File: config.mk
export PLATFORM = sky130hd
export DESIGN_NAME = two_step_combiner
export DESIGN_NICKNAME = d
export VERILOG_FILES = /design/src/rtl/tsc_pkg.sv /design/src/rtl/tsc_bubble_fix.sv /design/src/rtl/tsc_popcount.sv /design/src/rtl/two_step_combiner.sv
export SDC_FILE = /design/constraint.sdc
export NUM_CORES = 1
export LEC_CHECK = 0
export ABC_CLOCK_PERIOD_IN_PS = 5700
export BUFFER_PORTS_ARGS = -buffer_cell sky130_fd_sc_hd__buf_2
export CORE_ASPECT_RATIO = 1.25
export CORE_MARGIN = 3
export CORE_UTILIZATION = 55
export CTS_CLUSTER_DIAMETER = 60
export DETAILED_ROUTE_END_ITERATION = 12
export PLACE_DENSITY = 0.8
export SLEW_MARGIN = 20
export SYNTH_ARGS = -nofsm -noshare
export SYNTH_HDL_FRONTEND = slang
export SYNTH_SLANG_ARGS = --single-unit
File: constraint.sdc
create_clock -name clk -period 5.7 [get_ports clk]
set_input_delay 1.14 -clock clk [delete_from_list [all_inputs] [get_ports clk]]
set_output_delay 1.14 -clock clk [all_outputs]
set_load 0.01 [all_outputs]
File: src/rtl/tsc_pkg.sv
package tsc_pkg;
  localparam int THERM_W = 15;
  localparam int NIB_W   = $clog2(THERM_W + 1);
  localparam int RES_W   = 2 * NIB_W;
endpackage

File: src/rtl/tsc_bubble_fix.sv
module tsc_bubble_fix #(
  parameter int W = 15
) (
  input  logic [W-1:0] raw,
  output logic [W-1:0] clean
);
  localparam logic [W-1:0] ONE = {{(W-1){1'b0}}, 1'b1};

  // Each output is a majority of the bit and its two neighbours.
  // Below the lowest comparator counts as tripped and above the top as idle.
  for (genvar i = 0; i < W; i++) begin : g_vote
    logic lo, hi;
    if (i == 0) begin : g_bot
      assign lo = 1'b1;
    end else begin : g_lo
      assign lo = raw[i-1];
    end
    if (i == W - 1) begin : g_top
      assign hi = 1'b0;
    end else begin : g_hi
      assign hi = raw[i+1];
    end
    assign clean[i] = (lo & raw[i]) | (lo & hi) | (raw[i] & hi);
  end


  always_comb begin
    if ((raw & (raw + ONE)) == '0) begin
      therm_keep_chk: assert (clean == raw);
    end
  end
endmodule

File: src/rtl/tsc_popcount.sv
module tsc_popcount #(
  parameter int W  = 15,
  parameter int OW = 4
) (
  input  logic [W-1:0]  bits,
  output logic [OW-1:0] count
);
  always_comb begin
    count = '0;
    for (int i = 0; i < W; i++) begin
      count = count + {{(OW-1){1'b0}}, bits[i]};
    end
  end
endmodule

File: src/rtl/two_step_combiner.sv
module two_step_combiner
  import tsc_pkg::*;
#(
  parameter int TW = THERM_W
) (
  input  logic                          clk,
  input  logic                          rst_n,
  input  logic [TW-1:0]                 coarse_therm,
  input  logic                          load_coarse,
  input  logic [TW-1:0]                 fine_therm,
  input  logic                          load_fine,
  input  logic                          correct,
  output logic [$clog2(TW+1)-1:0]       coarse_code,
  output logic [2*$clog2(TW+1)-1:0]     result,
  output logic                          result_valid
);
  localparam int NW = $clog2(TW + 1);
  localparam int RW = 2 * NW;

  logic [TW-1:0] coarse_raw_q, fine_raw_q;
  logic [TW-1:0] coarse_fix, fine_fix;
  logic [NW-1:0] coarse_nib, fine_nib;
  logic [RW-1:0] result_q;
  logic          valid_q;

  always_ff @(posedge clk) begin
    if (!rst_n) begin
      coarse_raw_q <= '0;
      fine_raw_q   <= '0;
      result_q     <= '0;
      valid_q      <= 1'b0;
    end else begin
      if (load_coarse) coarse_raw_q <= coarse_therm;
      if (load_fine)   fine_raw_q   <= fine_therm;
      if (correct)     result_q     <= {coarse_nib, fine_nib};
      valid_q <= correct;
    end
  end

  tsc_bubble_fix #(.W(TW)) u_fix_coarse (.raw(coarse_raw_q), .clean(coarse_fix));
  tsc_bubble_fix #(.W(TW)) u_fix_fine   (.raw(fine_raw_q),   .clean(fine_fix));
  tsc_popcount #(.W(TW), .OW(NW)) u_cnt_coarse (.bits(coarse_fix), .count(coarse_nib));
  tsc_popcount #(.W(TW), .OW(NW)) u_cnt_fine   (.bits(fine_fix),   .count(fine_nib));

  assign coarse_code  = coarse_nib;
  assign result       = result_q;
  assign result_valid = valid_q;


  result_hold_chk: assert property (@(posedge clk) disable iff (!rst_n)
    !$past(correct) |-> ($stable(result) && !result_valid));


  coarse_hold_chk: assert property (@(posedge clk) disable iff (!rst_n)
    !$past(load_coarse) |-> $stable(coarse_code));


  result_top_chk: assert property (@(posedge clk) disable iff (!rst_n)
    (result_valid && !$past(load_coarse)) |-> (result[RW-1 -: NW] == coarse_code));
endmodule

==> results of run 1 <==
-- per-layer routing --
metal	global-route usage, %	wire length (um)	share of wire (%)
met3	4.15	167	3.9
met2	32.6	2350	54
met1	20.6	1750	40
met5	0	0	0
met4	6.22	62	1.4
-- logic make-up after synthesis --
kind of cell,share of synthesized area (%)
fa+ha+maj,27.2
compound gates,6.89
mux,13.8
simple gates,13.2
buf+inv,6.28
xor+xnor,1.06
flops,31.6
-- layout make-up --
| type | instances | share of cell area, % |
|---|---|---|
| Sequential cell | 39 | 27.8 |
| Inverter | 23 | 3.07 |
| Timing Repair Buffer | 47 | 8.36 |
| Clock buffer | 8 | 3.56 |
| Tap cell | 56 | 2.49 |
| Multi-Input combinational cell | 162 | 54.8 |
-- what timing repair did --
action / in CTS / in global routing
gates resized for setup: 0 / 1
endpoints found under the setup margin: 0 / 1
hold endpoints to repair: 0 / 0
-- placed cells by master (no fill, tap or decap), drive strengths merged --
cell and count:
buf 47, dfxtp 39, nor2b 35, mux2i 34, inv 23, fa 18, maj3 16, ha 12
a21o 10, o21ai 10, clkbuf 8, nand3 4, and2 4, a21oi 3, nand2 3, nand3b 3
xnor2 3, or2 2, and3 2, o211a 2, a221o 1
-- Yosys cell counts, drive strengths merged --
master   n  area, sq um
buf      7         57.6
clkbuf   3         11.3
nand3    4         20.0
xnor2    3         26.3
o21ai   10         50.1
ha      12          150
nand3b   3         22.5
a21oi    3         15.0
or2      2         12.5
a221o    1         10.0
nor2b   35          219
maj3    16          160
and3     2         12.5
o211a    2         20.0
inv     23         86.3
nand2    3         11.3
dfxtp   39          781
a21o    10         75.1
fa      18          360
and2     4         27.5
mux2i   34          340
-- metrics by stage --
| step | instance area [sq um] | hold slack (ps) | utilization [%] | setup WS [ps] | power, uW |
|---|---|---|---|---|---|
| after global routing | 2810 | 507 | 67.0 | 3.69 | 752 |
| after floorplan | 2470 | 500 | - | 668 | 449 |
| final | 2810 | 489 | 67.0 | 167 | 704 |
| after detailed placement | 2710 | 470 | 64.5 | 466 | 505 |
| after global placement | 2710 | 458 | 64.5 | 533 | 498 |
| after CTS | 2810 | 489 | 66.8 | 98.7 | 713 |
-- power breakdown --
group          total [uW]  switching [uW]  internal (uW)
sequential            310            18.0            292
clock                 207            96.3            111
combinational         186            95.9           90.4
-- registers in the layout, summed over array words and instances (netlist names) --
name	cells
result	8
coarse_raw_q	15
result_valid	1
fine_raw_q	15
-- how the worst max path moves through the flow --
stage | slack, ps | cells after the start | to | from
after floorplan | 670 | 12 | coarse_code[2] | coarse_raw_q[2]$_SDFFE_PN0P_
after global placement | 530 | 13 | coarse_code[2] | coarse_raw_q[2]$_SDFFE_PN0P_
after detailed placement | 470 | 13 | coarse_code[2] | coarse_raw_q[2]$_SDFFE_PN0P_
after CTS | 100 | 13 | coarse_code[2] | coarse_raw_q[2]$_SDFFE_PN0P_
after global routing | 4 | 13 | coarse_code[2] | coarse_raw_q[2]$_SDFFE_PN0P_
final | 170 | 13 | coarse_code[2] | coarse_raw_q[2]$_SDFFE_PN0P_
-- critical path, delay by kind of cell (launching register included) --
family | cells | cell delay (ps)
XOR/XNOR | 1 | 190
adder cells (fa/ha/maj) | 8 | 3230
buffers and inverters | 4 | 330
flip-flops | 1 | 350
==> flow_summary.json, run 1 <==
{
  "hold_path_end": "result[1]$_SDFFE_PN0P_",
  "fp.dieW_um": 65.9,
  "num_vias": 1720,
  "setup_tns_ps": 0,
  "synth_cell_types": 24,
  "hp-start": "result[1]$_SDFFE_PN0P_",
  "peakVddDrop_uv": 182,
  "ys_seq_elements": 39,
  "dieArea_sq_um": 5330,
  "slew_violations": 0,
  "rr_worst_depth": 14,
  "status": "finished clean",
  "slowest_delay_ps": 580,
  "gr-total-overflow": 0,
  "drive_gt1_share_pct": 20.8,
  "stdcell_count": 335,
  "clk_latency_ps": 290,
  "postSynthAreaPerCell_sq_um": 10.5,
  "netlist_area_sq_um": 2470,
  "drv_cap": 0,
  "ff_latch_area_sq_um": 781,
  "multi_input_area_sq_um": 1540,
  "startpoint_type": "register",
  "cpMaxStageDelayCell": "fa_1",
  "dp.cells": 327,
  "ant_nets": 0,
  "crit_type": "reg2out",
  "rsz0062_at_grt": "false",
  "worst_pin_slew_ps": 590,
  "fin_worst_skew_ps": 4.08,
  "antenna_found_initial": 0,
  "power.density_nw_per_um2": 250,
  "clock-root-buffer": "clkbuf_8",
  "timing.slew.headroom_pct": 60.7,
  "antennaDiodeCount": 0,
  "dp_hpwl_um": 3360,
  "r2r-start": "fine_raw_q[2]$_SDFFE_PN0P_",
  "max_freq_ghz": 0.181,
  "start_util_pct": 58.8,
  "core-area_sq_um": 4200,
  "crit_required_ps": 4560,
  "cts_setup_buffers": 0,
  "cts_buffers": 5,
  "grt_pass1_wl_um": 7460,
  "hold_viol": 0,
  "post-route-period-util_pct": 97.1,
  "hold_depth": 1,
  "reg2reg_to": "result[2]$_SDFFE_PN0P_",
  "rows": 26,
  "routedWlPerCell_um": 12.9,
  "crit_path_frequent_cell": "fa_1",
  "vias_per_cell": 5.13,
  "grt_pass1_vias": 1703,
  "drt-total-wl_um": 4330,
  "cts_hold_buf": 0,
  "leakagePower_uw": 0.00143,
  "clk_pin_slew_ps": 80,
  "area_delta_synth_final_pct": 13.9,
  "drc": 0,
  "arrival_ps": 4390,
  "cts_tree": "done",
  "drt-initial-drc-count": 38,
  "firstDrtPassIters": 4,
  "htree_levels": 2,
  "hp-class": "reg2reg",
  "synth_warnings": 0,
  "cts_buffer_depth": 2,
  "track_usage_pct": 18.0,
  "ys_seq_area_share_pct": 31.6,
  "r2r_slack_ps": 1470,
  "critPathMaxFanout": 5,
  "end_kind": "primary output",
  "setup_violations": 0,
  "grt_max_degree": 44,
  "cp_cell_sequence": "maj3_1 -> ha_1 -> inv_1 -> fa_1 -> fa_1 -> fa_1 -> fa_1 -> inv_1 -> ha_1 -> inv_1 -> fa_1 -> xnor2_2 -> buf_2",
  "io_buffers": 47,
  "n_fill_cell": 367,
  "die_y_um": 80.9,
  "place_congestion": 0.749,
  "clock-sinks": 39,
  "synthCells": 234,
  "syn_nets": 299,
  "io_pins": 48,
  "final_nets": 343,
  "period_minus_slack_ps": 5530
}
Power figures use the tool's default switching activity.
==> run 2, diff against run 1 <==
CTS_BUF_LIST = sky130_fd_sc_hd__clkbuf_16   (was unset)
==> flow_summary.json, run 2 (synthesized netlist as in run 1, its figures left out) <==
{
  "final_nets": 343,
  "crit_type": "reg2out",
  "hp-start": "result[5]$_SDFFE_PN0P_",
  "worst_pin_slew_ps": 611,
  "place_ws_ps": 466,
  "io_buffers": 47,
  "fin_area_sq_um": 2850,
  "dp.cells": 327,
  "clk_latency_ps": 270,
  "critPathMaxFanout": 5,
  "drt-initial-drc-count": 32,
  "cts_tree": "done",
  "num_vias": 1717,
  "use_met2_pct": 33.9,
  "layout_setup_ws_ps": 188,
  "rows": 26,
  "total_power_uw": 752,
  "post-route-period-util_pct": 96.7,
  "peakVddDrop_uv": 196,
  "n_fill_cell": 358,
  "antenna_found_initial": 0,
  "firstDrtPassIters": 4,
  "leakagePower_uw": 0.00145,
  "grt_use_met3_pct": 2.90,
  "multi_input_area_sq_um": 1540,
  "die_y_um": 80.9,
  "slowest_delay_ps": 520,
  "period_minus_slack_ps": 5510,
  "clk_pin_slew_ps": 50,
  "power.density_nw_per_um2": 264,
  "setup_tns_ps": 0,
  "hp-class": "reg2reg",
  "place_congestion": 0.749,
  "startpoint_type": "register",
  "cts_hold_buf": 0,
  "crit_required_ps": 4560,
  "fp.dieW_um": 65.9,
  "grt_pass1_vias": 1730,
  "dieArea_sq_um": 5330,
  "crit_path_frequent_cell": "fa_1",
  "drive_gt1_share_pct": 20.1,
  "setup_violations": 0,
  "ant_nets": 0,
  "rsz0062_at_grt": "false",
  "worstSetupStartpoint": "coarse_raw_q[2]$_SDFFE_PN0P_",
  "stdcell_count": 335,
  "final_common_cell": "buf_2",
  "core-area_sq_um": 4200,
  "place_area_sq_um": 2710,
  "cts_buffer_depth": 2,
  "final_cell_mix": "buf_2, dfxtp_1, nor2b_1",
  "gr-usage-met1_pct": 18.8,
  "timing.slew.headroom_pct": 59.2,
  "vias_per_cell": 5.13,
  "clock-sinks": 39,
  "grt-busiest-layer": "met2",
  "slew_violations": 0,
  "r2r-start": "fine_raw_q[2]$_SDFFE_PN0P_",
  "drt-total-wl_um": 4260,
  "dp_hpwl_um": 3360,
  "area_delta_synth_final_pct": 15.4,
  "cpMaxStageDelayCell": "fa_1",
  "cts_buffers": 5,
  "fin_worst_skew_ps": 1.58,
  "htree_levels": 2,
  "status": "finished clean",
  "max_freq_ghz": 0.181,
  "gr-total-overflow": 0,
  "routedWlPerCell_um": 12.7,
  "antennaDiodeCount": 0,
  "cts_setup_buffers": 0,
  "arrival_ps": 4370,
  "start_util_pct": 58.8,
  "io_pins": 48,
  "drv_cap": 0,
  "grt_pass1_wl_um": 7300,
  "ff_latch_area_sq_um": 781,
  "end_kind": "primary output",
  "grt_max_degree": 44,
  "clock-root-buffer": "clkbuf_16",
  "track_usage_pct": 17.5,
  "drc": 0,
  "cp_cell_sequence": "maj3_1 -> ha_1 -> inv_1 -> fa_1 -> fa_1 -> fa_1 -> fa_1 -> inv_1 -> ha_1 -> inv_1 -> fa_1 -> xnor2_2 -> buf_2",
  "hold_viol": 0
}
-- run 2: what timing repair did --
item                                    CTS  global route
endpoints found under the setup margin    0             1
gates resized for setup                   0             1
hold endpoints to repair                  0             0
-- run 2: final timing paths --
path                                                to  slack, ps  cells after the start
worst max-delay path                    coarse_code[2]        190                     13
worst min-delay path            result[5]$_SDFFE_PN0P_        480                      1
worst max register to register  result[2]$_SDFFE_PN0P_       1470                     14
worst min register to register  result[5]$_SDFFE_PN0P_        480                      1
-- run 2: per-layer routing --
layer	vias to the layer above	part of all wire, %
met5	-	0
met4	0	1.5
met3	6	3.6
met2	29	56
met1	818	39
li1	864	-
-- run 2: critical path: cells and delay by family (launching register included) --
kind                       cells  cell delay [ps]
DFF                            1              340
buffers and inverters          4              320
adders and majority gates      8             3240
xor gates and xnor gates       1              190
-- run 2: per-stage QoR --
stage          utilization, %  hold WS, ps
6_report                 67.9          483
5_1_grt                  67.9          502
3_3_place_gp             64.5          458
4_1_cts                  67.7          484
3_5_place_dp             64.5          470
2_1_floorplan               -          500
-- run 2: power by group --
group,leakage [uW],internal (uW),switching (uW),total [uW]
logic,0.00106,90.0,94.7,185
clock network,0.0000701,157,99.4,257
registers,0.000321,293,18.0,311
total,0.00145,540,212,752
-- run 2: area by class of cell --
type	instances	share of cell area, %
clock inverters	3	0.395
inverters	23	3.03
repair buffers	47	8.26
clock buffers	5	4.39
multi-input cells	162	54.1
flip-flops and latches	39	27.4
well taps	56	2.46
